===== src/rtl/pwrclk_pkg.sv =====
package pwrclk_pkg;

    typedef enum logic [1:0] {
        PM_RUN  = 2'd0,
        PM_WAIT = 2'd1,
        PM_STOP = 2'd2
    } pmode_e;

    typedef struct packed {
        logic [1:0] cksel;
        logic       pstop;
        logic       allstop;
        logic       divsel;
    } ctl_regs_t;

    typedef struct packed {
        logic fc;
        logic f8;
        logic f32;
    } clk_taps_t;

    localparam ctl_regs_t CTL_RESET = '{cksel: 2'b00, pstop: 1'b0, allstop: 1'b0, divsel: 1'b1};

    // 01 -> f8, 10 -> f32, 00 and 11 -> fc
    function automatic logic pick_src(input logic [1:0] sel, input clk_taps_t t);
        case (sel)
            2'b01:   return t.f8;
            2'b10:   return t.f32;
            default: return t.fc;
        endcase
    endfunction

    function automatic logic sel_is_fc(input logic [1:0] sel);
        return (sel == 2'b00) || (sel == 2'b11);
    endfunction

endpackage


===== src/rtl/pwrclk_mode_fsm.sv =====
module pwrclk_mode_fsm
    import pwrclk_pkg::*;
#(
    parameter int NUM_IRQ = 8
) (
    input  logic               clk,
    input  logic               rst,
    input  logic               wr_en,
    input  logic               wr_allstop,
    input  logic               wait_stb,
    input  logic [NUM_IRQ-1:0] irq_req,
    input  logic [NUM_IRQ-1:0] irq_en,
    output pmode_e             mode,
    output logic               enter_stop,
    output logic               wake_now,
    output logic               wake_q
);

    logic [NUM_IRQ-1:0] en_snap;
    logic               enter_wait;

    // stop request has priority over a same-cycle WAIT strobe
    assign enter_stop = (mode == PM_RUN) && wr_en && wr_allstop;
    assign enter_wait = (mode == PM_RUN) && wait_stb && !enter_stop;
    assign wake_now   = (mode != PM_RUN) && (|(irq_req & en_snap));

    always_ff @(posedge clk) begin
        if (rst) begin
            mode    <= PM_RUN;
            en_snap <= '0;
            wake_q  <= 1'b0;
        end else begin
            wake_q <= wake_now;
            if (enter_stop) begin
                mode    <= PM_STOP;
                en_snap <= irq_en;
            end else if (enter_wait) begin
                mode    <= PM_WAIT;
                en_snap <= irq_en;
            end else if (wake_now) begin
                mode <= PM_RUN;
            end
        end
    end

endmodule


===== src/rtl/pwrclk_ctl_regs.sv =====
module pwrclk_ctl_regs
    import pwrclk_pkg::*;
(
    input  logic       clk,
    input  logic       rst,
    input  pmode_e     mode,
    input  logic       wr_en,
    input  logic [1:0] wr_cksel,
    input  logic       wr_pstop,
    input  logic       wr_divsel,
    input  logic       low_speed,
    input  logic       enter_stop,
    input  logic       wake_now,
    output ctl_regs_t  regs
);

    always_ff @(posedge clk) begin
        if (rst) begin
            regs <= CTL_RESET;
        end else if (mode == PM_RUN) begin
            if (wr_en) begin
                regs.cksel <= wr_cksel;
                regs.pstop <= wr_pstop;
                if (enter_stop) begin
                    regs.allstop <= 1'b1;
                    regs.divsel  <= low_speed ? regs.divsel : 1'b1;
                end else begin
                    regs.divsel <= wr_divsel;
                end
            end
        end else if (wake_now) begin
            regs.allstop <= 1'b0;
        end
    end

endmodule


===== src/rtl/pwrclk_out_drv.sv =====
module pwrclk_out_drv
    import pwrclk_pkg::*;
(
    input  logic       clk,
    input  logic       rst,
    input  pmode_e     mode,
    input  logic [1:0] cksel,
    input  logic       pstop,
    input  clk_taps_t  taps,
    output logic       clkout
);

    logic src;
    logic nxt;

    assign src = pick_src(cksel, taps);

    always_comb begin
        case (mode)
            PM_WAIT: nxt = (sel_is_fc(cksel) || !pstop) ? src : clkout;
            PM_STOP: nxt = sel_is_fc(cksel) ? 1'b1 : clkout;
            default: nxt = src;
        endcase
    end

    always_ff @(posedge clk) begin
        if (rst) clkout <= 1'b0;
        else     clkout <= nxt;
    end

endmodule


===== src/rtl/pwrclk_ctrl.sv =====
module pwrclk_ctrl
    import pwrclk_pkg::*;
#(
    parameter int NUM_IRQ = 8
) (
    input  logic               clk,
    input  logic               rst,
    input  logic               wr_en,
    input  logic [1:0]         wr_cksel,
    input  logic               wr_pstop,
    input  logic               wr_allstop,
    input  logic               wr_divsel,
    input  logic               wait_stb,
    input  logic [NUM_IRQ-1:0] irq_req,
    input  logic [NUM_IRQ-1:0] irq_en,
    input  logic               low_speed,
    input  logic               tap_f8,
    input  logic               tap_f32,
    input  logic               tap_fc,
    output logic               cpu_clk_en,
    output logic               wdt_clk_en,
    output logic               per_clk_en,
    output logic               osc_run,
    output logic               clkout,
    output logic               wake,
    output logic [1:0]         cksel_q,
    output logic               pstop_q,
    output logic               allstop_q,
    output logic               divsel_q
);

    pmode_e    mode;
    logic      enter_stop;
    logic      wake_now;
    ctl_regs_t regs;
    clk_taps_t taps;

    assign taps = '{fc: tap_fc, f8: tap_f8, f32: tap_f32};

    pwrclk_mode_fsm #(.NUM_IRQ(NUM_IRQ)) fsm_i (
        .clk        (clk),
        .rst        (rst),
        .wr_en      (wr_en),
        .wr_allstop (wr_allstop),
        .wait_stb   (wait_stb),
        .irq_req    (irq_req),
        .irq_en     (irq_en),
        .mode       (mode),
        .enter_stop (enter_stop),
        .wake_now   (wake_now),
        .wake_q     (wake)
    );

    pwrclk_ctl_regs regs_i (
        .clk        (clk),
        .rst        (rst),
        .mode       (mode),
        .wr_en      (wr_en),
        .wr_cksel   (wr_cksel),
        .wr_pstop   (wr_pstop),
        .wr_divsel  (wr_divsel),
        .low_speed  (low_speed),
        .enter_stop (enter_stop),
        .wake_now   (wake_now),
        .regs       (regs)
    );

    pwrclk_out_drv out_i (
        .clk    (clk),
        .rst    (rst),
        .mode   (mode),
        .cksel  (regs.cksel),
        .pstop  (regs.pstop),
        .taps   (taps),
        .clkout (clkout)
    );

    assign cpu_clk_en = (mode == PM_RUN);
    assign wdt_clk_en = (mode == PM_RUN);
    assign per_clk_en = (mode == PM_RUN) || ((mode == PM_WAIT) && !regs.pstop);
    assign osc_run    = (mode != PM_STOP);

    assign cksel_q   = regs.cksel;
    assign pstop_q   = regs.pstop;
    assign allstop_q = regs.allstop;
    assign divsel_q  = regs.divsel;

endmodule


===== config.mk =====
export PLATFORM = sky130hd
export DESIGN_NAME = pwrclk_ctrl
export DESIGN_NICKNAME = d
export VERILOG_FILES = /design/src/rtl/pwrclk_pkg.sv /design/src/rtl/pwrclk_mode_fsm.sv /design/src/rtl/pwrclk_ctl_regs.sv /design/src/rtl/pwrclk_out_drv.sv /design/src/rtl/pwrclk_ctrl.sv
export SDC_FILE = /design/constraint.sdc
export NUM_CORES = 1
export LEC_CHECK = 0
export ABC_AREA = 0
export BUFFER_PORTS_ARGS = -buffer_cell sky130_fd_sc_hd__clkbuf_2
export CORE_MARGIN = 2
export CORE_UTILIZATION = 47
export CTS_CLUSTER_SIZE = 12
export DETAILED_ROUTE_END_ITERATION = 10
export PLACE_DENSITY = 0.81
export SETUP_SLACK_MARGIN = 0.1
export SLEW_MARGIN = 25
export SYNTH_ARGS = -nofsm -noshare
export SYNTH_HDL_FRONTEND = slang
export SYNTH_HIERARCHICAL = 1
export SYNTH_SLANG_ARGS = --single-unit

===== constraint.sdc =====
create_clock -name clk -period 2.3 [get_ports clk]
set_input_delay 0.115 -clock clk [delete_from_list [all_inputs] [get_ports clk]]
set_output_delay 0.115 -clock clk [all_outputs]
set_load 0.01 [all_outputs]

==> flow_metrics.env, run 1 <==
export IMPL_p_per_area_nw_per_um2=643.9
export IMPL_grt_util_all_layers_pct=18.82
export IMPL_clock_latency_ps=280
export IMPL_per_instance_average_area_after_synthesis_sq_um=8.949
export IMPL_highest_clock_frequency_the_design_can_meet_mhz=656.6
export IMPL_num_antenna_cells=0
export IMPL_setup_viol=0
export IMPL_vias_per_cell=5.480
export IMPL_syn_instance_count=92
export IMPL_whs_path_depth=3
export IMPL_grt_antenna_before_repair=0
export IMPL_timing_max_cap_violations=0
export IMPL_ant_nets=0
export IMPL_cts_root_buffer_cell="clkbuf_4"
export IMPL_ys_seq_elements=17
export IMPL_synth_seq_area_share_pct=41.34
export IMPL_type_of_destination_of_the_critical_path="flop"
export IMPL_holdCritPathClass="primary input to flop"
export IMPL_synthesis_to_layout_area_growth_pct=25.99
export IMPL_number_of_iterations_in_the_first_detailed_routing_pass=4
export IMPL_worst_r2r_cell_count=5
export IMPL_number_of_max_slew_violations_in_the_final_report=0
export IMPL_postLayoutCellArea_sq_um=1037
export IMPL_unique_masters_post_synth=29
export IMPL_least_margin_pin_slew_ps=712.9
export IMPL_dieArea_sq_um=2103
export IMPL_synth_largest_area_cell="dfxtp_1"
export IMPL_overflow=0
export IMPL_crit_path_max_fanout=10
export IMPL_rsz_0062_raised_after_global_routing="no"
export IMPL_syn_num_nets=123
export IMPL_postCtsHoldBufs=0
export IMPL_tritoncts_num_buffers=3
export IMPL_power_static_leakage_nw=0.4521
export IMPL_status="finished clean"
export IMPL_worst_setup_path_type="flop to flop"
export IMPL_sequential_cell_area_sq_um=340.3
export IMPL_postLayoutCoreUtil_pct=61.41
export IMPL_pin_count=40
export IMPL_detail_route_iter0_violations=3
export IMPL_y_dimension_of_the_die_um=45.86
export IMPL_place_area_sq_um=1011
export IMPL_final_count_of_hold_timing_violations=0
export IMPL_post_route_min_period_ps=1523
export IMPL_grt_first_pass_wirelength_um=2891
export IMPL_io_buffer_count=39
export IMPL_cts_htree_levels=1
export IMPL_timing_slew_headroom_pct=52.30
export IMPL_fin_tns_setup_ps=0
export IMPL_largest_net_degree_at_the_start_of_global_routing=21
export IMPL_filler_cell_count=166
export IMPL_grt_pass1_vias=697
export IMPL_setup_worst_path_start_class="flop"
export IMPL_die_width_um=45.86
export IMPL_netlist_top_cells_count="17 x dfxtp_1, 10 x a21oi_1, 9 x o21ai_1"
export IMPL_post_synth_xor_area_fraction_pct=0
export IMPL_cts_root_to_sink_buffers=2
export IMPL_tritoncts="done"
export IMPL_layout_nets=163
export IMPL_floorplan_core_area_sq_um=1689
export IMPL_fin_crit_sh_pct=66.22
export IMPL_start_util_pct=48.74
export IMPL_synth_compound_gate_area_share_pct=26.75
export IMPL_detail_route_wirelength_um=1777
export IMPL_clk_transition_reported_paths_ps=100
export IMPL_worstPathArrival_ps=1680
export IMPL_area_of_the_multi_input_gates_sq_um=446.7
export IMPL_drive_above_1_share_pct=35.11
export IMPL_detailroute_via_count=811
export IMPL_synthMuxAreaShare_pct=3.647
export IMPL_main_combinational_cell_family_by_area_after_synthesis="compound AO/OA/AOI/OAI gates"
export IMPL_synth_simple_gate_area_share_pct=20.82
export IMPL_cts_setup_buffers=0
export IMPL_synth_edf_count=0
export IMPL_irDropWorstVdd_mv=0.3193
export IMPL_num_rows=15
export IMPL_final_setup_skew_ps=6.217
export IMPL_clkSinkCount=17
export IMPL_post_cts_resize_count=0
export IMPL_wl_per_cell_um=12.01
export IMPL_syn_area_sq_um=823.3
export IMPL_synth_most_common_cell="dfxtp_1"
export IMPL_postSynth_topFlopCell="dfxtp_1"
export IMPL_yosysWarningCount=6
export IMPL_drc_errors=0
export IMPL_routability_driven_placement_congestion_ratio=0.7368
export IMPL_synth_async_reset_ratio_pct=0
export IMPL_worst_hold_margin_ps=53.26
export IMPL_synth_top_area_share_pct=41.34
export IMPL_largest_cells_by_area_after_synthesis="dfxtp_1 41%, a21oi_1 6.1%, o21ai_1 5.5%, a22oi_1 5.5%, nand3_1 4.9%"
export IMPL_post_synth_fa_ha_maj_area_fraction_pct=3.040
export IMPL_critical_path_rt_ps=2460
==> sequential cells by signal, indices dropped and copies added, names as in the netlist <==
register and flops:
fsm_i/wake_q 1, out_i/clkout 1, fsm_i/en_snap 8, regs_i/regs 5, fsm_i/mode 2
==> cells by family (layout without fill, tap and decap cells) <==
kind of cell / Yosys count / in the layout
AND/OR/NAND/NOR: 30 / 30
AO/OA/AOI/OAI: 34 / 34
buffers and inverters: 6 / 45
multiplexers: 3 / 3
flip-flops: 17 / 17
adder cells (fa/ha/maj): 2 / 2
==> area by class of cell <==
type                            instances  share of cell area (%)
Sequential cell                        17                   32.81
Inverter                                2                  0.7238
Clock buffer                            4                   2.533
Multi-Input combinational cell         69                   43.06
Timing Repair Buffer                   39                   18.82
Tap cell                               17                   2.051
==> layer usage <==
layer / vias to the layer above / global-route usage (%) / part of all wire (%)
met4: 0 / 5.143 / 0.68
met1: 367 / 23.08 / 44
met3: 2 / 2.778 / 5.6
li1: 416 / - / -
met2: 26 / 33.61 / 50
met5: - / 0 / 0
==> per-stage QoR <==
step	power [mW]	worst slack, ps	std cells
3_3_place_gp	0.5165	880.0	144
2_1_floorplan	0.4665	954.4	92
5_1_grt	0.7159	616.9	148
3_5_place_dp	0.5227	799.5	144
4_1_cts	0.6785	775.1	148
6_report	0.6679	776.9	148
==> placed cells by master (no fill, tap or decap) <==
cell type	Yosys	routed
ha_1	2	2
or2_1	1	1
a22oi_1	6	6
a21boi_1	1	1
nand3_1	8	8
a21oi_1	10	10
nor2_1	8	8
a21o_1	2	2
mux2i_1	3	3
and4_1	1	1
clkbuf_2	0	39
nand4b_1	1	1
nand3b_1	1	1
o21ai_1	9	9
o21ai_0	1	1
o32ai_2	1	1
nand2_1	2	2
nor3b_4	1	1
clkbuf_4	0	3
clkbuf_1	0	1
a211oi_1	2	2
nand4_1	1	1
inv_1	2	2
nor3_1	2	2
dfxtp_1	17	17
a21oi_2	1	1
nand2b_1	2	2
or2b_1	2	2
a211oi_2	1	1
==> critical path, cell delays in order (launching register included) <==
cell,delay (ps)
dfxtp_1,410
or2_1,390
nor2_1,220
nand2_1,70
a211oi_1,240
a21oi_1,70
==> report_power, final <==
group	total [mW]	switching, mW	internal (mW)
clock network	0.155	0.0878	0.0672
logic	0.170	0.0924	0.0779
registers	0.343	0.0217	0.321
total	0.668	0.202	0.466
==> worst paths after layout <==
| check | from | to | slack [ps] |
|---|---|---|---|
| max | fsm_i/mode[1] | regs_i/regs[0] | 780 |
| min | irq_en[7] | fsm_i/en_snap[7] | 50 |
| max reg2reg | fsm_i/mode[1] | regs_i/regs[0] | 780 |
| min reg2reg | fsm_i/en_snap[7] | fsm_i/en_snap[7] | 490 |
Power figures use the tool's default switching activity.
==> run 2, diff against run 1 <==
--- a/config.mk
+++ b/config.mk
@@ -5,13 +5,14 @@
 export SDC_FILE = /design/constraint.sdc
 export NUM_CORES = 1
 export LEC_CHECK = 0
-export ABC_AREA = 0
+export ABC_AREA = 1
 export BUFFER_PORTS_ARGS = -buffer_cell sky130_fd_sc_hd__clkbuf_2
+export CORE_ASPECT_RATIO = 1.5
 export CORE_MARGIN = 2
-export CORE_UTILIZATION = 47
+export CORE_UTILIZATION = 42
 export CTS_CLUSTER_SIZE = 12
 export DETAILED_ROUTE_END_ITERATION = 10
-export PLACE_DENSITY = 0.81
+export PLACE_DENSITY = 0.74
 export SETUP_SLACK_MARGIN = 0.1
 export SLEW_MARGIN = 25
 export SYNTH_ARGS = -nofsm -noshare
==> constraint.sdc (replaced) <==
create_clock -name clk -period 1.4 [get_ports clk]
set_input_delay 0.07 -clock clk [delete_from_list [all_inputs] [get_ports clk]]
set_output_delay 0.07 -clock clk [all_outputs]
set_load 0.01 [all_outputs]
==> run 2 against run 1 <==
  * Flip-flop and latch count unchanged
  * Register-to-register slack got worse by 540 ps
  * Clock skew grew 4.2 ps
  * Largest cell class unchanged
  * Highest routed layer is now met3
==> flow_metrics.env, run 2 <==
export IMPL_ys_seq_elements=17
export IMPL_worst_hold_margin_ps=9.729
export IMPL_detailroute_via_count=967
export IMPL_synth_top_area_share_pct=35.14
export IMPL_filler_cell_count=214
export IMPL_cts_root_to_sink_buffers=2
export IMPL_num_antenna_cells=0
export IMPL_grt_pass1_vias=957
export IMPL_fin_tns_setup_ps=0
export IMPL_clk_transition_reported_paths_ps=90
export IMPL_syn_area_sq_um=968.4
export IMPL_ant_nets=0
export IMPL_detail_route_wirelength_um=2089
export IMPL_final_count_of_hold_timing_violations=0
export IMPL_overflow=0
export IMPL_drive_above_1_share_pct=40.33
export IMPL_clkSinkCount=17
export IMPL_syn_instance_count=133
export IMPL_number_of_iterations_in_the_first_detailed_routing_pass=4
export IMPL_wl_per_cell_um=10.24
export IMPL_p_per_area_nw_per_um2=940.6
export IMPL_postSynth_topFlopCell="dfxtp_1"
export IMPL_critical_path_rt_ps=1330
export IMPL_timing_max_cap_violations=0
export IMPL_synth_edf_count=0
export IMPL_tritoncts="done"
export IMPL_fin_crit_sh_pct=84.47
export IMPL_per_instance_average_area_after_synthesis_sq_um=7.281
export IMPL_tritoncts_num_buffers=3
export IMPL_detail_route_iter0_violations=9
export IMPL_clock_latency_ps=290
export IMPL_synth_largest_area_cell="dfxtp_1"
export IMPL_worst_hold_path_endpoint="fsm_i/en_snap[0]"
export IMPL_whs_path_depth=3
export IMPL_grt_antenna_before_repair=0
export IMPL_crit_path_max_fanout=10
export IMPL_largest_register_ff_count=8
export IMPL_synth_async_reset_ratio_pct=0
export IMPL_final_setup_skew_ps=10.37
export IMPL_synth_most_common_cell="nand2_1"
export IMPL_unique_masters_post_synth=22
export IMPL_grt_first_pass_wirelength_um=3691
export IMPL_timing_rr_start="regs_i/regs[3]"
export IMPL_cts_htree_levels=1
export IMPL_io_buffer_count=39
export IMPL_sequential_cell_area_sq_um=341.6
export IMPL_netlist_top_cells_count="33 x nand2_1, 17 x dfxtp_1, 15 x nand3_1"
export IMPL_dp_hpwl_um=1655
export IMPL_biggestRegsByFlops="fsm_i/en_snap (8), regs_i/regs (5), fsm_i/mode (2)"
export IMPL_routability_driven_placement_congestion_ratio=0.7561
export IMPL_layout_nets=213
export IMPL_cts_setup_buffers=0
export IMPL_timing_hold_worst_start="irq_en[0]"
export IMPL_dieArea_sq_um=2714
export IMPL_worst_r2r_cell_count=8
export IMPL_floorplan_core_area_sq_um=2207
export IMPL_post_route_min_period_ps=1183
export IMPL_setup_worst_path_start_class="flop"
export IMPL_largest_net_degree_at_the_start_of_global_routing=15
export IMPL_largest_cells_by_area_after_synthesis="dfxtp_1 35%, nand2_1 13%, nand3_1 7.8%, a21oi_2 7.2%, nand2_2 5.8%"
export IMPL_num_rows=21
export IMPL_least_margin_pin_slew_ps=393.5
export IMPL_worstPathArrival_ps=1110
export IMPL_commonest_non_fill_non_tap_cell_in_the_layout="clkbuf_2"
export IMPL_start_util_pct=43.88
export IMPL_y_dimension_of_the_die_um=62.81
export IMPL_rsz_0062_raised_after_global_routing="yes"
export IMPL_setup_viol=0
export IMPL_cts_root_buffer_cell="clkbuf_4"
export IMPL_worst_setup_path_type="flop to output port"
export IMPL_drc_errors=0
export IMPL_synth_seq_area_share_pct=35.14
export IMPL_layout_common_cells="39 x clkbuf_2, 33 x nand2_1, 16 x dfxtp_1"
export IMPL_pin_count=40
export IMPL_number_of_max_slew_violations_in_the_final_report=0
export IMPL_synthesis_to_layout_area_growth_pct=33.08
export IMPL_area_of_the_multi_input_gates_sq_um=570.5
export IMPL_timing_slew_headroom_pct=73.77
export IMPL_top_register="fsm_i/en_snap"
export IMPL_holdCritPathClass="primary input to flop"
export IMPL_power_static_leakage_nw=0.6383
export IMPL_type_of_destination_of_the_critical_path="output port"
export IMPL_highest_clock_frequency_the_design_can_meet_mhz=845.6
export IMPL_vias_per_cell=4.740
export IMPL_irDropWorstVdd_mv=0.5976
export IMPL_syn_num_nets=164
export IMPL_grt_util_all_layers_pct=16.49
export IMPL_die_width_um=43.21
export IMPL_status="finished clean"
export IMPL_timing_reg2reg_setup_slack_ps=240
export IMPL_yosysWarningCount=6
export IMPL_critical_path_reg2reg_endpoint="out_i/clkout"
-- run 2: worst max path at each step --
stage / from / endpoint / slack [ps] / depth (start not counted)
after floorplan: regs_i/regs[3] / out_i/clkout / 190 / 8
after global placement: regs_i/regs[3] / out_i/clkout / 220 / 8
after detailed placement: regs_i/regs[3] / out_i/clkout / 170 / 8
after CTS: regs_i/regs[3] / out_i/clkout / 140 / 8
after global routing: regs_i/regs[3] / out_i/clkout / 100 / 8
final: fsm_i/mode[0] / per_clk_en / 220 / 3
-- run 2: per-layer routing --
metal	vias up	global-route usage, %	part of all wire [%]
li1	516	-	-
met1	422	18.51	41
met2	29	31.34	54
met3	0	2.312	5.2
met4	0	3.409	0
met5	-	0	0
-- run 2: worst max-delay path, cell delays in order (launching register included) --
cell and delay, ps:
dfxtp_1 340, buf_4 180, a21oi_1 150, clkbuf_2 150
-- run 2: metrics by stage --
stage	util, %	instance area (sq um)	instances	power, mW	setup WS (ps)
after CTS	57.54	1270	204	1.214	140.5
after global routing	58.39	1289	204	1.296	97.78
final	58.39	1289	204	1.212	217.4
after detailed placement	54.02	1192	195	0.9388	166.7
after floorplan	-	968.4	133	0.8184	192.1
after global placement	54.02	1192	195	0.9274	216.8
-- run 2: area by class of cell --
type                            instances  share of cell area [%]
Multi-Input combinational cell         99                   44.27
Clock inverter                          1                  0.3883
Timing Repair Buffer                   47                   20.78
Inverter                               14                   4.078
Sequential cell                        17                   26.50
Clock buffer                            3                   1.748
Tap cell                               23                   2.233
-- run 2: repair_timing --
action | CTS | global route
hold buffers | 5 | 0
hold endpoints to repair | 5 | 0
resized for setup | 0 | 4
setup endpoints to repair | 0 | 2
-- run 2: cell families (layout without fill, tap and decap cells) --
kind of cell               count (synthesis)  in the layout  synth area share (%)
AOI/OAI and AO/OA                         14             14                 10.34
adders and majority gates                  2              2                 2.584
buffers and inverters                     17             65                 7.752
DFF                                       17             17                 35.14
and+or+nand+nor                           83             83                 44.19
-- run 2: power breakdown --
group	internal (mW)	switching, mW
logic	0.170	0.220
registers	0.529	0.0308
clock network	0.106	0.156
==> run 3, diff against run 2 <==
==> constraint.sdc (replaced) <==
create_clock -name clk -period 1 [get_ports clk]
set_input_delay 0.05 -clock clk [delete_from_list [all_inputs] [get_ports clk]]
set_output_delay 0.05 -clock clk [all_outputs]
set_load 0.01 [all_outputs]
==> run 3 against run 2 <==
  * The flow now finishes with violations (negative setup slack)
  * Wire length up 38%
  * Final area rose by 29%
  * Total power increased by 66%
  * Hold slack improved by 67 ps
  * Clock power rose by 42%
  * Combinational power increased by 120%
  * Global-route usage is 3.8 points higher
  * Flip-flop and latch count is the same
  * First-iteration DRC count is 78% higher
  * Non-clock buffer count is 19 higher
  * Critical path type is now flop to flop
==> flow_metrics.env, run 3 (synthesis results as in run 2) <==
export IMPL_number_of_iterations_in_the_first_detailed_routing_pass=5
export IMPL_clock_latency_ps=290
export IMPL_largest_register_ff_count=8
export IMPL_least_margin_pin_slew_ps=287.2
export IMPL_pin_count=40
export IMPL_layout_common_cells="33 x clkbuf_2, 27 x nand2_1, 12 x a21oi_2, 12 x nand2_2, 11 x buf_6"
export IMPL_wl_per_cell_um=12.91
export IMPL_grt_util_all_layers_pct=20.31
export IMPL_internal_power_mw=1.326
export IMPL_place_area_sq_um=1282
export IMPL_detailedPlace_worstSlack_ps=-97.45
export IMPL_drc_errors=0
export IMPL_dp_hpwl_um=1800
export IMPL_routability_driven_placement_congestion_ratio=0.7237
export IMPL_detailroute_via_count=1107
export IMPL_clockPowerShare_pct=18.4
export IMPL_num_rows=21
export IMPL_fin_crit_sh_pct=113.4
export IMPL_grt_first_pass_wirelength_um=4250
export IMPL_critical_path_rt_ps=1230
export IMPL_dieArea_sq_um=2714
export IMPL_cts_root_buffer_cell="clkbuf_4"
export IMPL_crit_path_top_delay_cell="dfxtp_4"
export IMPL_layout_nets=232
export IMPL_tritoncts_num_buffers=3
export IMPL_filler_cell_count=163
export IMPL_die_width_um=43.21
export IMPL_final_count_of_hold_timing_violations=0
export IMPL_max_stage_delay_ps=380
export IMPL_totalPowerFinal_mw=2.014
export IMPL_detail_route_wirelength_um=2880
export IMPL_timing_max_cap_violations=0
export IMPL_netSwitchingFraction_pct=34.17
export IMPL_grt_pass1_vias=1038
export IMPL_overflow=0
export IMPL_finalWorstSetupSlack_ps=-133.8
export IMPL_postLayoutCellArea_sq_um=1658
export IMPL_rsz_0062_raised_after_global_routing="yes"
export IMPL_y_dimension_of_the_die_um=62.81
export IMPL_type_of_destination_of_the_critical_path="flop"
export IMPL_fin_tns_setup_ps=-1726
export IMPL_num_antenna_cells=0
export IMPL_cts_root_to_sink_buffers=2
export IMPL_setup_viol=17
export IMPL_power_static_leakage_nw=0.7816
export IMPL_status="complete, but fails checks"
export IMPL_p_per_area_nw_per_um2=1215
export IMPL_timing_slew_headroom_pct=80.85
export IMPL_worst_hold_margin_ps=77.21
export IMPL_largest_net_degree_at_the_start_of_global_routing=11
export IMPL_detail_route_iter0_violations=16
export IMPL_tritoncts="done"
export IMPL_cts_htree_levels=1
export IMPL_post_route_min_period_ps=1134
export IMPL_final_setup_skew_ps=5.618
export IMPL_ant_nets=0
export IMPL_io_buffer_count=39
export IMPL_grt_antenna_before_repair=0
export IMPL_power_frac_seq_pct=39.6
export IMPL_irDropWorstVdd_mv=0.9639
export IMPL_start_util_pct=43.88
export IMPL_failed_checks="negative setup slack"
export IMPL_crit_path_max_fanout=8
export IMPL_drive_above_1_share_pct=59.00
export IMPL_commonest_non_fill_non_tap_cell_in_the_layout="clkbuf_2"
export IMPL_setup_worst_path_start_class="flop"
export IMPL_biggestRegsByFlops="fsm_i/en_snap (8), regs_i/regs (5), fsm_i/mode (2)"
export IMPL_vias_per_cell=4.964
export IMPL_clkSinkCount=17
export IMPL_combinationalPowerShare_pct=42.0
export IMPL_highest_clock_frequency_the_design_can_meet_mhz=882.0
export IMPL_worstPathArrival_ps=1360
export IMPL_switching_power_total_mw=0.6882
export IMPL_holdCritPathClass="primary input to flop"
export IMPL_crit_path_cell_trace="nor2_4, nand3_4, buf_12, nand2_8, nand2_2, a21oi_2"
export IMPL_number_of_max_slew_violations_in_the_final_report=0
export IMPL_top_register="fsm_i/en_snap"
export IMPL_clk_transition_reported_paths_ps=100
export IMPL_synthesis_to_layout_area_growth_pct=71.19
export IMPL_floorplan_core_area_sq_um=2207
export IMPL_worst_setup_path_type="flop to flop"
## run 3: changes by cell type in the layout (fill, tap and decap cells not counted), sizes merged
cell	delta
clkbuf	-5
buf	+22
clkinv	-1
dlygate4sd3	+3
## run 3: path summary, 6_finish.rpt
kind,start,end,slack (ps),cells after the start
max,fsm_i/mode[1],fsm_i/en_snap[7],-130,6
min reg2reg,regs_i/regs[1],regs_i/regs[1],490,2
max reg2reg,fsm_i/mode[1],fsm_i/en_snap[7],-130,6
min,wr_cksel[1],regs_i/regs[4],80,4
## run 3: per-stage QoR
stage	utilization, %	std cells
floorplan	-	133
global placement	58.11	202
detailed placement	58.11	202
CTS	69.67	220
global route	75.11	223
finish	75.11	223
## run 3: critical path, delay by kind of cell (launching register included)
family / cells / cell delay [ps]
flip-flops: 1 / 380
AO/OA/AOI/OAI: 1 / 110
AND/OR/NAND/NOR: 4 / 420
buffers and inverters: 1 / 160
## run 3: layer usage
layer | global-route usage [%] | part of all wire, % | up-vias
li1 | - | - | 554
met1 | 21.00 | 32 | 498
met2 | 37.87 | 60 | 47
met3 | 2.890 | 4.6 | 8
met4 | 9.470 | 3.0 | 0
met5 | 0 | 0 | -
## run 3: power groups by stage
stage                     registers, mW  logic [mW]  clock network, mW
after CTS                         0.793       0.714              0.377
after global routing              0.804       0.919              0.413
final                             0.797       0.845              0.371
after detailed placement          0.803       0.580                  0
after global placement            0.800       0.562                  0
after floorplan                   0.828       0.330                  0
## run 3: repair_timing
| action | CTS | global route |
|---|---|---|
| hold buffers | 7 | 1 |
| setup endpoints to repair | 24 | 23 |
| resized for setup | 24 | 36 |
| buffers inserted | 6 | 4 |
| gates cloned | 1 | 0 |
| pin swaps | 13 | 14 |
| endpoints found under the hold margin | 7 | 1 |
## run 3: layout make-up
cell class	instances	area, sq um	share of cell area, %
flip-flops and latches	17	361.6	21.81
repair buffers	66	506.7	30.57
clock buffers	4	26.28	1.585
inverters	14	52.55	3.170
multi-input cells	99	681.9	41.13
well taps	23	28.78	1.736
